--- src/rtl/synth_prog_pkg.sv ---
`timescale 1ns/1ps
package synth_prog_pkg;
   localparam int WORD_W_DEF = 21;
   localparam int CODE_W     = 2;
   // function word bit positions (payload-relative)
   localparam int FB_CRST    = 0;
   localparam int FB_PD_EN   = 1;
   localparam int FB_PD_SYNC = 17;

   typedef enum logic [CODE_W-1:0] {
      DST_REF  = 2'b00,
      DST_FUNC = 2'b01,
      DST_MAIN = 2'b10,
      DST_INIT = 2'b11
   } dest_e;
endpackage

--- src/rtl/sp_sync.sv ---
`timescale 1ns/1ps
module sp_sync #(
   parameter int W      = 1,
   parameter int STAGES = 2
) (
   input  logic         clk,
   input  logic         rst_n,
   input  logic [W-1:0] d,
   output logic [W-1:0] q
);
   initial assert (STAGES >= 0 && W >= 1) else $error("sp_sync: bad parameters");

   generate
      if (STAGES == 0) begin : g_bypass
         assign q = d;
      end else begin : g_chain
         logic [W-1:0] st [STAGES];
         always_ff @(posedge clk or negedge rst_n) begin
            if (!rst_n) st[0] <= '0;
            else        st[0] <= d;
         end
         for (genvar i = 1; i < STAGES; i++) begin : g_stage
            always_ff @(posedge clk or negedge rst_n) begin
               if (!rst_n) st[i] <= '0;
               else        st[i] <= st[i-1];
            end
         end
         assign q = st[STAGES-1];
      end
   endgenerate
endmodule

--- src/rtl/sp_shift.sv ---
`timescale 1ns/1ps
module sp_shift #(
   parameter int WORD_W = 21
) (
   input  logic              clk,
   input  logic              rst_n,
   input  logic              sclk,
   input  logic              sdata,
   input  logic              le,
   output logic [WORD_W-1:0] word,
   output logic              le_rise
);
   initial assert (WORD_W >= 3) else $error("sp_shift: word too short");

   logic sclk_q, le_q;
   logic sclk_rise;

   assign sclk_rise = sclk & ~sclk_q;
   assign le_rise   = le & ~le_q;

   always_ff @(posedge clk or negedge rst_n) begin
      if (!rst_n) begin
         sclk_q <= 1'b0;
         le_q   <= 1'b0;
         word   <= '0;
      end else begin
         sclk_q <= sclk;
         le_q   <= le;
         if (sclk_rise) word <= {word[WORD_W-2:0], sdata};
      end
   end

   // the register moves only on a serial clock rising edge
   p_shift_on_edge_r1: assert property (@(posedge clk) disable iff (!rst_n)
      !sclk_rise |=> $stable(word));
   // newest bit enters at the low end
   p_shift_lsb_r1: assert property (@(posedge clk) disable iff (!rst_n)
      sclk_rise |=> word[0] == $past(sdata));
endmodule

--- src/rtl/sp_latch_ctl.sv ---
`timescale 1ns/1ps
module sp_latch_ctl
   import synth_prog_pkg::*;
#(
   parameter int DATA_W = 19
) (
   input  logic                     clk,
   input  logic                     rst_n,
   input  logic                     load,
   input  logic [DATA_W+CODE_W-1:0] word,
   input  logic                     chip_en,
   output logic [DATA_W-1:0]        r_q,
   output logic [DATA_W-1:0]        n_q,
   output logic [DATA_W-1:0]        f_q,
   output logic                     pulse_q,
   output logic                     pd_q,
   output logic                     hold
);
   initial assert (DATA_W > FB_PD_SYNC) else $error("sp_latch_ctl: payload too narrow");

   dest_e             code;
   logic [DATA_W-1:0] data;
   logic              is_ref, is_main, is_func, is_init;
   logic              armed, fire, pd_sel, pd_next;

   assign code    = dest_e'(word[CODE_W-1:0]);
   assign data    = word[DATA_W+CODE_W-1:CODE_W];
   assign is_ref  = load && code == DST_REF;
   assign is_main = load && code == DST_MAIN;
   assign is_func = load && code == DST_FUNC;
   assign is_init = load && code == DST_INIT;
   assign fire    = is_init || (is_main && armed);
   // an initialization load decides on the word it is writing
   assign pd_sel  = is_init ? (data[FB_PD_EN] & data[FB_PD_SYNC])
                            : (f_q[FB_PD_EN]  & f_q[FB_PD_SYNC]);
   assign pd_next = fire && chip_en && pd_sel;
   assign hold    = pulse_q | f_q[FB_CRST];

   always_ff @(posedge clk or negedge rst_n) begin
      if (!rst_n) begin
         r_q     <= '0;
         n_q     <= '0;
         f_q     <= '0;
         armed   <= 1'b0;
         pulse_q <= 1'b0;
         pd_q    <= 1'b0;
      end else begin
         if (is_ref)             r_q <= data;
         if (is_main)            n_q <= data;
         if (is_func || is_init) f_q <= data;
         if (is_init)            armed <= 1'b1;
         else if (is_main)       armed <= 1'b0;
         pulse_q <= fire;
         pd_q    <= pd_next;
      end
   end

   // one-cycle strobe
   p_pulse_single_r5: assert property (@(posedge clk) disable iff (!rst_n)
      pulse_q |=> !pulse_q);
   // initialization load strobes and arms
   p_init_strobe_r5: assert property (@(posedge clk) disable iff (!rst_n)
      is_init |=> pulse_q && armed);
   // function load does not strobe
   p_func_quiet_r4: assert property (@(posedge clk) disable iff (!rst_n)
      is_func |=> !pulse_q);
   // unarmed main load gives no strobe
   p_main_unarmed_r6: assert property (@(posedge clk) disable iff (!rst_n)
      (is_main && !armed) |=> !pulse_q);
   // armed main load strobes and disarms
   p_main_armed_r6: assert property (@(posedge clk) disable iff (!rst_n)
      (is_main && armed) |=> pulse_q && !armed);
   // powerdown only with a strobe
   p_pd_needs_pulse_r7: assert property (@(posedge clk) disable iff (!rst_n)
      pd_q |-> pulse_q);
   // strobe always tri-states
   p_hold_on_pulse_r9: assert property (@(posedge clk) disable iff (!rst_n)
      pulse_q |-> hold);
   // words change only on a load
   p_words_stable_r10: assert property (@(posedge clk) disable iff (!rst_n)
      !load |=> $stable(r_q) && $stable(n_q) && $stable(f_q));
endmodule

--- src/rtl/synth_prog_if.sv ---
`timescale 1ns/1ps
module synth_prog_if
   import synth_prog_pkg::*;
#(
   parameter int WORD_W      = WORD_W_DEF,
   parameter int SYNC_STAGES = 2
) (
   input  logic              clk,
   input  logic              rst_n,
   input  logic              ser_clk,
   input  logic              ser_data,
   input  logic              ser_le,
   input  logic              chip_en,
   output logic [WORD_W-3:0] r_word,
   output logic [WORD_W-3:0] n_word,
   output logic [WORD_W-3:0] f_word,
   output logic              ctr_reset,
   output logic              sync_pd,
   output logic              hold_tristate
);
   localparam int DATA_W = WORD_W - CODE_W;

   initial assert (DATA_W > FB_PD_SYNC && SYNC_STAGES >= 0)
      else $error("synth_prog_if: bad parameters");

   logic [2:0]        pins_s;
   logic [WORD_W-1:0] sr_word;
   logic              le_rise;

   sp_sync #(.W(3), .STAGES(SYNC_STAGES)) u_sync (
      .clk   (clk),
      .rst_n (rst_n),
      .d     ({ser_le, ser_data, ser_clk}),
      .q     (pins_s)
   );

   sp_shift #(.WORD_W(WORD_W)) u_shift (
      .clk     (clk),
      .rst_n   (rst_n),
      .sclk    (pins_s[0]),
      .sdata   (pins_s[1]),
      .le      (pins_s[2]),
      .word    (sr_word),
      .le_rise (le_rise)
   );

   sp_latch_ctl #(.DATA_W(DATA_W)) u_ctl (
      .clk     (clk),
      .rst_n   (rst_n),
      .load    (le_rise),
      .word    (sr_word),
      .chip_en (chip_en),
      .r_q     (r_word),
      .n_q     (n_word),
      .f_q     (f_word),
      .pulse_q (ctr_reset),
      .pd_q    (sync_pd),
      .hold    (hold_tristate)
   );

   // level reset bit keeps counters held
   p_crst_holds_r8: assert property (@(posedge clk) disable iff (!rst_n)
      f_word[FB_CRST] |-> hold_tristate);
   // no powerdown while disabled
   p_pd_enabled_r7: assert property (@(posedge clk) disable iff (!rst_n)
      sync_pd |-> $past(chip_en));
endmodule

--- config.mk ---
export PLATFORM = sky130hd
export DESIGN_NAME = synth_prog_if
export DESIGN_NICKNAME = d
export VERILOG_FILES = /design/src/rtl/synth_prog_pkg.sv /design/src/rtl/sp_sync.sv /design/src/rtl/sp_shift.sv /design/src/rtl/sp_latch_ctl.sv /design/src/rtl/synth_prog_if.sv
export SDC_FILE = /design/constraint.sdc
export NUM_CORES = 1
export LEC_CHECK = 0
export BUFFER_PORTS_ARGS = -buffer_cell sky130_fd_sc_hd__buf_2
export CAP_MARGIN = 0
export CORE_UTILIZATION = 56
export CTS_BUF_LIST = sky130_fd_sc_hd__clkbuf_4
export DETAILED_ROUTE_END_ITERATION = 16
export PLACE_DENSITY = 0.79
export SETUP_SLACK_MARGIN = 0.02
export SLEW_MARGIN = 0
export SYNTH_ARGS = -nofsm -noshare
export SYNTH_HDL_FRONTEND = slang
export SYNTH_SLANG_ARGS = --single-unit
export TNS_END_PERCENT = 30
--- constraint.sdc ---
create_clock -name clk -period 1.6 [get_ports clk]
set_input_delay 0.32 -clock clk [delete_from_list [all_inputs] [get_ports clk]]
set_output_delay 0.32 -clock clk [all_outputs]
set_load 0.01 [all_outputs]
==> results.md, run 1 <==
* Core region area at 5610 µm²
* Minimum clock period at 1.53 ns
* Die ar. at between 6000 and 7000 µm²
* Min-delay worst type: primary input to register
* Die height at 78.9 µm
* P_leak at just over 2 nW
* Placement Rows at 27
* I/O pin cnt at 66
* Initial antenna violation count at 0
* Area Growth Syn to Fin at 21.2%
* IO buf count at 65
* Layout Nets at 277
* Sequential-to-total area share from yosys stat at 67.2%
* Residual DRC count at 0
* Detail Placement HPWL at 3.74 mm
* CTS H-Tree Depth at 3
* CP Cell Sequence: or2_4 -> buf_6
* # fillers at 380
* Post-Route WL at 5.70 mm
* Final setup viols at 0
* CP max FO at 2
* Netlist Area Pre-Place at ~3300 µm²
* Crit path DAT at 1.21 ns
* Via Count at 1817
* CP max-delay cell: dfrtp_1
* Reg2reg setup slack at 0.12 ns
* Initial core utilization at between 50% and 60%
* Peak Freq at 654 MHz
* Worst Setup Path Type: register to output pin
* Most common cell after layout, fill and taps aside: dfrtp_1
* Worst R2R End: u_ctl.r_q[2]
* CTS tree: built
* Drt initial violations at 43
* Worst hold stages at 3
* Area contributors post-synth: dfrtp_1 (67%), mux2_2 (22%), mux2_4 (4.5%)
* Cells on worst reg2reg path at 3
* CTS Buffer Depth at 2
* Synth Area per Inst at 17.6 µm²
* Final TNS setup at 0 ns
* Vias in the first global route at 1878
* Worst EP required at 1.28 ns
* Yosys reg bits at 89
* Vias/cell at 5.22
* Rel. slew slack at between 70% and 80%
* Final instance area at 4010 µm²
* Cell taking the most area after synthesis: dfrtp_1
* Synth top area share at between 60% and 70%
* Crit start category: register
* Clk_lat worst skew at 0.42 ns
* Min-Delay Endpoint: u_ctl.pd_q
* Crit path capture type: output pin
* CP peak stage delay at 0.42 ns
* Peak supply drop at 0.859 mV
* Reg clk slew, reported paths at 0.13 ns
* Final GP Congestion at 0.777
* Crit Reg-Reg Startpoint: u_shift.word[1]
* Maxcap violations at 0
* Drt pass-1 iters at 4
* Clock Tree Root: clkbuf_4
* Total CTS buffers at 9
* Syn Inst Count at 188
* Total gr overflow at 0
* Post-route ant nets at 0
* Global-route wire length before repair at 9.42 mm
* DR WL/cell at 16.4 µm
* Syn Nets at 194
* Die width at 78.9 µm
* Final Slew Violations at 0
* Number of hold violations in the final report at 0
* Tcrit/Tclk final at 95.5%
* Global Route Usage Sum at just over 20%
* RSZ-0062 raised after global routing: false
* Yosys warns at 0
* Pwr/cell area at approximately 1600 nW/µm²
* DP Area at 3800 µm²
* Largest net degree at the start of global routing at 34
* CTS Sinks at 89
* Layout cells sized above 1 at about three fifths
* Status: completed
* Clk_skew at 0.0130 ns
* N_diodes at 0
* Hold Crit Start: chip_en
* Distinct cells, synth at 19
* Most frequent cells in the layout: dfrtp_1 (89), mux2_2 (66), buf_2 (63), mux2_4 (10), clkbuf_4 (10)
* Pin slew with the least headroom to its limit at 0.349 ns
* Worst setup path start: u_ctl.f_q[0]
## registers in the layout, indices dropped and copies added (netlist names)
register and count:
u_ctl.n_q 19, u_shift.word 21, u_ctl.f_q 19, u_ctl.pulse_q 1, u_sync.g_chain.st 3, u_shift.sclk_q 1, u_shift.le_q 1, u_ctl.armed 1
u_ctl.pd_q 1, u_ctl.r_q 19, u_sync.q 3
## timing repair
action	4_1_cts	5_1_grt
endpoints found under the setup margin	1	5
hold buffers	4	0
setup buffers	1	0
cloned	0	0
pin swaps	0	1
hold endpoints to repair	26	0
gates resized for setup	2	0
## per-layer routing
metal	part of all wire (%)	vias to the layer above	track usage, %
met5	0	-	0
met4	1.5	0	7.09
met3	3.9	9	5.40
met2	49	40	33.7
met1	45	928	26.7
li1	-	840	-
## area by class of cell
type	instances	area [µm²]	area share, %
Clock inverter	6	82.6	2.06
Multi-Input combinational cell	89	1020	25.5
Inverter	2	7.51	0.187
Timing Repair Buffer	80	507	12.6
Clock buffer	10	75.1	1.87
Tap cell	72	90.1	2.24
Sequential cell	89	2230	55.5
## metrics by stage
| step | hold WS (ns) | power, W | util [%] | setup slack, ns | std cells |
|---|---|---|---|---|---|
| final | 0.176 | 0.00628 | 71.6 | 0.0717 | 348 |
| after global placement | 0.247 | 0.00487 | 67.8 | 0.143 | 327 |
| after detailed placement | 0.249 | 0.00494 | 67.8 | 0.0958 | 327 |
| after global routing | 0.172 | 0.00663 | 71.6 | 0.0251 | 348 |
| after CTS | 0.155 | 0.00634 | 71.6 | 0.0525 | 348 |
| after floorplan | 0.0244 | 0.00420 | - | 0.163 | 188 |
## synthesized netlist by cell type, drive strengths merged
library cell,number
dfrtp,89
mux2,78
buf,8
inv,2
nand4b,2
a21oi,1
a2bb2o,1
and4bb,1
nand3,1
nand3b,1
nor2b,1
nor4b,1
o22ai,1
or2,1
## worst max-delay path, delay by kind of cell (launching register included)
family / cells / cell delay [ns]
DFF: 1 / 0.42
and+or+nand+nor: 1 / 0.26
buffers and inverters: 1 / 0.12
## kinds of logic (layout without fill, tap and decap cells)
group	after synthesis	in the layout	share of synthesized area, %
muxes	78	78	27.7
and+or+nand+nor	8	8	2.23
buffers and inverters	10	98	2.23
AOI/OAI and AO/OA	3	3	0.642
DFF	89	89	67.2
## power by group
group / internal (W) / switching [W]
sequential: 0.00288 / 0.000470
combinational: 0.000919 / 0.000659
clock: 0.000642 / 0.000712
## worst max-delay path by stage
stage	to	slack (ns)	cells after the start
3_3_place_gp	u_ctl.r_q[1]	0.14	3
6_report	hold_tristate	0.07	2
2_1_floorplan	u_ctl.r_q[10]	0.16	4
3_5_place_dp	u_ctl.r_q[3]	0.1	3
5_1_grt	u_ctl.r_q[2]	0.03	3
4_1_cts	hold_tristate	0.05	2
Power figures use the tool's default switching activity.
==> run 2, diff against run 1 <==
--- a/config.mk
+++ b/config.mk
@@ -5,11 +5,13 @@
 export SDC_FILE = /design/constraint.sdc
 export NUM_CORES = 1
 export LEC_CHECK = 0
+export ABC_AREA = 1
 export BUFFER_PORTS_ARGS = -buffer_cell sky130_fd_sc_hd__buf_2
 export CAP_MARGIN = 0
 export CORE_UTILIZATION = 56
 export CTS_BUF_LIST = sky130_fd_sc_hd__clkbuf_4
 export DETAILED_ROUTE_END_ITERATION = 16
+export GPL_TIMING_DRIVEN = 1
 export PLACE_DENSITY = 0.79
 export SETUP_SLACK_MARGIN = 0.02
 export SLEW_MARGIN = 0
==> run 2 against run 1 <==
Effect of this change:
- design area fell by 4.0%
- register-to-register slack improved by 0.11 ns
- clock-buffer cell count up 1
- first-iteration DRC count grew to 3.8 times the previous value
- largest cell class unchanged
- critical path depth unchanged
- flip-flop and latch count unchanged
- global-route usage increased by 2.3 points
- combinational power decreased by 33%
- synthesized area fell by 1.3%
- sequential share of layout area up 2.3 points
==> results.md, run 2 <==
* Status: completed
* Largest net degree at the start of global routing at 41
* Synth Area in Adders at 0%
* Die width at 78.4 µm
* Final GP Congestion at 0.836
* Reg2reg setup slack at 0.23 ns
* Xor and xnor fraction of the mapped netlist area at 0%
* Number of hold violations in the final report at 0
* Synth top area share at 68.1%
* Yosys reg bits at 89
* Tcrit/Tclk final at roughly 93%
* Worst R2R End: u_ctl.n_q[11]
* Area Growth Syn to Fin at 18.0%
* DR WL/cell at 13.7 µm
* Drt initial violations at 163
* Global Route Usage Sum at roughly 23%
* Residual DRC count at 0
* RSZ-0062 raised after global routing: false
* Crit start category: register
* Top-count cell post-synth: dfrtp_1
* Worst EP required at 1.28 ns
* Core region area at 5570 µm²
* Syn Inst Count at ~300
* Number of flip-flops in the largest register at 21
* Rel. slew slack at 75.6%
* Post-synthesis compound-gate area fraction at 13.1%
* CP max FO at 2
* Reg clk slew, reported paths at 0.12 ns
* Largest family of logic cells by synthesized area: compound AO/OA/AOI/OAI gates
* Via Count at 2342
* Final Slew Violations at 0
* Layout Nets at 383
* IO buf count at 65
* Layout cells sized above 1 at 28.5%
* Number of enable flip-flop cells after synthesis at 0
* Drt pass-1 iters at 4
* Area contributors post-synth: dfrtp_1 (68%), nand2_1 (9.6%), o21ai_0 (6.9%)
* CTS tree: built
* Placement Rows at 27
* Cell taking the most area after synthesis: dfrtp_1
* Final setup viols at 0
* P_leak at 1.98 nW
* # fillers at 441
* Crit Reg-Reg Startpoint: u_shift.word[0]
* Cells on worst reg2reg path at 5
* Min-delay worst type: primary input to register
* Total Power at 0.00507 W
* Most frequent cells in the layout: dfrtp_1 (89), nand2_1 (84), buf_2 (63), o21ai_0 (45), inv_1 (21)
* Sequential-to-total area share from yosys stat at 68.1%
* Worst setup path start: u_ctl.f_q[0]
* Die height at 78.4 µm
* Setup ws final at approximately 0.11 ns
* Netlist Area Pre-Place at 3270 µm²
* CTS Buffer Depth at 2
* Vias/cell at 5.16
* Worst Setup Path Type: register to output pin
* Worst Setup Slack post-DPL at 0.253 ns
* N_diodes at 0
* Detail Placement HPWL at roughly 4.3 mm
* Initial core utilization at 58.6%
* Synth Area per Inst at between 10 and 15 µm²
* Clk_lat worst skew at between 0.4 and 0.5 ns
* Most flop-heavy register: u_shift.word
* Initial antenna violation count at 0
* Capture point of the worst path: hold_tristate
* Minimum clock period at between 1 and 1.5 ns
* Distinct cells, synth at 22
* Multiplexer share of the synthesized area at 0.345%
* Commonest cells post-synth: dfrtp_1 (89), nand2_1 (84), o21ai_0 (45)
* Pwr/cell area at 1310 nW/µm²
* Vias in the first global route at 2265
* CTS Sinks at 89
* Final TNS setup at 0 ns
* CTS H-Tree Depth at 3
* Syn Nets at 308
* Pin slew with the least headroom to its limit at 0.365 ns
* Most common cell after layout, fill and taps aside: dfrtp_1
* Total CTS buffers at 9
* Post-Route WL at roughly 6.2 mm
* Yosys warns at 0
* Synth Flop Type: dfrtp_1
* Crit path DAT at 1.17 ns
* Clock Tree Root: clkbuf_4
* Total gr overflow at 0
* FFs w/ async S/R, synth at 100%
* Peak supply drop at 0.667 mV
* Global-route wire length before repair at between 10 and 15 mm
* Peak Freq at 671 MHz
* Maxcap violations at 0
* Simple-Gate Fraction of Synth Area at roughly an eighth
* I/O pin cnt at 66
* Die ar. at 6150 µm²
* Crit path capture type: output pin
* Clk_skew at 0.0155 ns
* Post-route ant nets at 0
[run 2: cell types whose count changed in the layout (fill, tap and decap cells not counted), sizes merged, moves of 2 or more]
cell	previous run	this run
o21ai	0	76
clkinvlp	2	0
nand2	0	88
inv	2	22
clkinv	2	4
nand4b	2	0
mux2	78	1
nor2	0	5
[run 2: routing by layer]
metal  track usage [%]  routed length, µm
met5                 0                  0
met3              6.40                264
met2              35.5               2980
met1              31.9               2880
met4              6.30                 72
[run 2: worst min path at each step]
stage / depth (start not counted) / end / startpoint
after floorplan: 0 / u_ctl.armed / rst_n
after global placement: 1 / u_ctl.n_q[11] / rst_n
after detailed placement: 1 / u_ctl.n_q[11] / rst_n
after CTS: 3 / u_ctl.pd_q / chip_en
after global routing: 3 / u_ctl.pd_q / chip_en
final: 3 / u_ctl.pd_q / chip_en
[run 2: power by group]
| part | internal [W] | switching [W] |
|---|---|---|
| registers | 0.00262 | 0.000216 |
| clock network | 0.000496 | 0.000673 |
| logic | 0.000431 | 0.000628 |
[run 2: cell families (layout without fill, tap and decap cells)]
family / Yosys count / count (layout)
AOI/OAI and AO/OA: 77 / 77
buffers and inverters: 38 / 118
DFF: 89 / 89
muxes: 1 / 1
and+or+nand+nor: 97 / 97
[run 2: critical path, cell delays in order, from the launching register on]
cell and delay (ns):
dfrtp_1 0.40, or2_4 0.25, buf_6 0.12
[run 2: through the flow]
stage | std cells | hold WS (ns) | utilization, % | instance area [µm²]
5_1_grt | 454 | 0.100 | 69.2 | 3850
6_report | 454 | 0.126 | 69.2 | 3850
3_5_place_dp | 433 | 0.259 | 65.8 | 3670
3_3_place_gp | 433 | 0.254 | 65.8 | 3670
2_1_floorplan | 302 | 0.0244 | - | 3270
4_1_cts | 454 | 0.105 | 69.0 | 3850
[run 2: timing repair]
action,in CTS,in global routing
hold buffers,4,0
resized for setup,0,2
hold endpoints to repair,27,0
gates cloned,0,0
setup buffers,1,0
setup endpoints to repair,1,1
[run 2: cell type report]
| class | count | area [µm²] | share of cell area, % |
|---|---|---|---|
| clock inverters | 5 | 46.3 | 1.20 |
| well taps | 72 | 90.1 | 2.34 |
| inverters | 22 | 82.6 | 2.14 |
| flip-flops and latches | 89 | 2230 | 57.8 |
| clock buffers | 11 | 82.6 | 2.14 |
| multi-input cells | 175 | 832 | 21.6 |
| repair buffers | 80 | 494 | 12.8 |
==> run 3, diff against run 2 <==
--- a/config.mk
+++ b/config.mk
@@ -5,15 +5,16 @@
 export SDC_FILE = /design/constraint.sdc
 export NUM_CORES = 1
 export LEC_CHECK = 0
-export ABC_AREA = 1
+export ABC_AREA = 0
 export BUFFER_PORTS_ARGS = -buffer_cell sky130_fd_sc_hd__buf_2
 export CAP_MARGIN = 0
-export CORE_UTILIZATION = 56
+export CORE_UTILIZATION = 51
 export CTS_BUF_LIST = sky130_fd_sc_hd__clkbuf_4
 export DETAILED_ROUTE_END_ITERATION = 16
 export GPL_TIMING_DRIVEN = 1
-export PLACE_DENSITY = 0.79
+export PLACE_DENSITY = 0.76
 export SETUP_SLACK_MARGIN = 0.02
+export SKIP_LAST_GASP = 1
 export SLEW_MARGIN = 0
 export SYNTH_ARGS = -nofsm -noshare
 export SYNTH_HDL_FRONTEND = slang
==> constraint.sdc (replaced) <==
create_clock -name clk -period 1.35 [get_ports clk]
set_input_delay 0.27 -clock clk [delete_from_list [all_inputs] [get_ports clk]]
set_output_delay 0.27 -clock clk [all_outputs]
set_load 0.01 [all_outputs]
==> run 3 against run 2 <==
Effect of this change:
- the flow now finishes with violations (negative setup slack)
- sequential share of layout area fell by 3.5 points
- design area rose by 6.5%
- non-clock buffer count rose by 5
- first-iteration DRC count fell by 44%
- flip-flop and latch count did not move
- clock-buffer cell count did not move
- combinational power rose by 83%
- register-to-register slack got worse by 0.39 ns
- critical path type is now register to register
- critical endpoint is now u_ctl.r_q[0]
- largest cell class unchanged
- largest power group unchanged
==> results.md, run 3 (synthesis results as in run 1) <==
* Status: complete, but fails checks
* Violated checks: negative setup slack
* I/O pin cnt at 66
* CP max FO at 6
* Die height at 82.6 µm
* Post-Route WL at around 6 mm
* Cells on worst reg2reg path at 4
* Pwr/cell area at 1850 nW/µm²
* DR WL/cell at approximately 17 µm
* Drt initial violations at 92
* CTS H-Tree Depth at 3
* Rel. slew slack at 70.0%
* CTS Buffer Depth at 2
* P_leak at 2.12 nW
* Tcrit/Tclk final at 112%
* Most frequent cells in the layout: dfrtp_1 (88), mux2_2 (64), buf_2 (63), mux2_4 (12), clkbuf_4 (11)
* DP Cell Count at 331
* Min-delay worst type: primary input to register
* Layout cells sized above 1 at 63.3%
* Clk_lat worst skew at 0.42 ns
* Total gr overflow at 0
* Total Power at roughly 0.0076 W
* Initial core utilization at between 50% and 60%
* Area Growth Syn to Fin at 24.0%
* Final Non-Filler Cells at 356
* Clock Tree Root: clkbuf_4
* Worst EP required at approximately 1.7 ns
* Initial antenna violation count at 0
* Die ar. at 6820 µm²
* Final TNS setup at -5.48 ns
* Maxcap violations at 0
* M1 wire length at 2.74 mm
* Crit path capture type: register
* Peak Freq at 664 MHz
* Most flop-heavy register: u_shift.word
* Drt pass-1 iters at 4
* Peak supply drop at between 1 and 1.5 mV
* Met2 WL at 2.80 mm
* Core region area at 6100 µm²
* CTS tree: built
* Placement Rows at 28
* Post-route ant nets at 0
* Minimum clock period at approximately 1.5 ns
* Clk_skew at 0.0127 ns
* N_diodes at 0
* RSZ-0062 raised after global routing: true
* Worst hold stages at 3
* Vias/cell at ~5.3
* # fillers at between 400 and 500
* Residual DRC count at 0
* Met3 wire len at 331 µm
* Uppermost layer routed: met4
* Number of flip-flops in the largest register at 21
* Die width at 82.6 µm
* Pin slew with the least headroom to its limit at 0.450 ns
* Crit path DAT at 1.82 ns
* Detail Placement HPWL at about 3.8 mm
* Via Count at around 1900
* Number of hold violations in the final report at 0
* Final setup viols at 60
* Most common cell after layout, fill and taps aside: dfrtp_1
* IO buf count at 65
* Worst Setup Path Type: register to register
* Final GP Congestion at 0.731
* Crit start category: register
* Reg clk slew, reported paths at 0.13 ns
* Final Slew Violations at 0
* Largest net degree at the start of global routing at 90
* Hold slack final at 0.117 ns
* Global Route Usage Sum at 19.3%
* Total CTS buffers at 9
* Vias in the first global route at between 1500 and 2000
* Global-route wire length before repair at 9.29 mm
* Setup ws final at -0.155 ns
* CTS Sinks at 89
* Layout Nets at about 280
run 3: cell types whose count changed in the layout (fill, tap and decap cells not counted), sizes merged, moves of 3 or more:
| cell | before | now |
|---|---|---|
| nand2 | 88 | 0 |
| mux2 | 1 | 78 |
| o21ai | 76 | 0 |
| inv | 22 | 2 |
| buf | 76 | 81 |
| nor2 | 5 | 0 |
| clkinv | 4 | 1 |
run 3: what timing repair did:
action,CTS,global route
gates resized for setup,4,9
pin swaps,0,1
endpoints found under the hold margin,92,0
cloned,0,1
setup buffers,1,3
hold buffers,4,0
endpoints found under the setup margin,57,59
run 3: final timing paths:
| check | end | start | slack, ns |
|---|---|---|---|
| hold / removal | u_ctl.pd_q | chip_en | 0.12 |
| setup reg to reg | u_ctl.r_q[0] | u_shift.le_q | -0.16 |
| setup / recovery | u_ctl.r_q[0] | u_shift.le_q | -0.16 |
| min in group asynchronous | u_ctl.r_q[16] | rst_n | 0.42 |
| max in group asynchronous | u_shift.word[0] | rst_n | 0.58 |
| hold reg to reg | u_sync.q[1] | u_sync.g_chain.st[4] | 0.36 |
run 3: layout make-up:
type / count / area (µm²) / area share (%)
sequential: 89 / 2230 / 54.3
timing repair buffer: 85 / 581 / 14.1
tap: 75 / 93.8 / 2.29
clock inverter: 5 / 80.1 / 1.95
multi-input combinational: 89 / 1030 / 25.1
inverter: 2 / 7.51 / 0.183
clock buffer: 11 / 82.6 / 2.01
run 3: metrics by stage:
step | util [%] | worst slack [ns] | area, µm²
2_1_floorplan | - | -0.0629 | 3310
3_3_place_gp | 62.7 | -0.104 | 3820
3_5_place_dp | 62.7 | -0.123 | 3820
6_report | 67.3 | -0.155 | 4110
5_1_grt | 67.3 | -0.209 | 4110
4_1_cts | 66.4 | -0.145 | 4050
run 3: critical path: stages, from the launching register on:
cell     delay (ns)
dfrtp_1        0.44
nor4b_4        0.30
buf_4          0.18
buf_6          0.14
mux2_2         0.34
run 3: power by group:
part,leakage (nW),internal [W],switching [W]
registers,1.15,0.00341,0.000581
clock network,0.0831,0.000790,0.000866
logic,0.883,0.00114,0.000805
run 3: layer usage:
metal / track usage [%] / vias to the layer above
li1: - / 842
met1: 25.2 / 964
met2: 28.9 / 60
met3: 5.60 / 10
met4: 10.7 / 0
met5: 0 / -
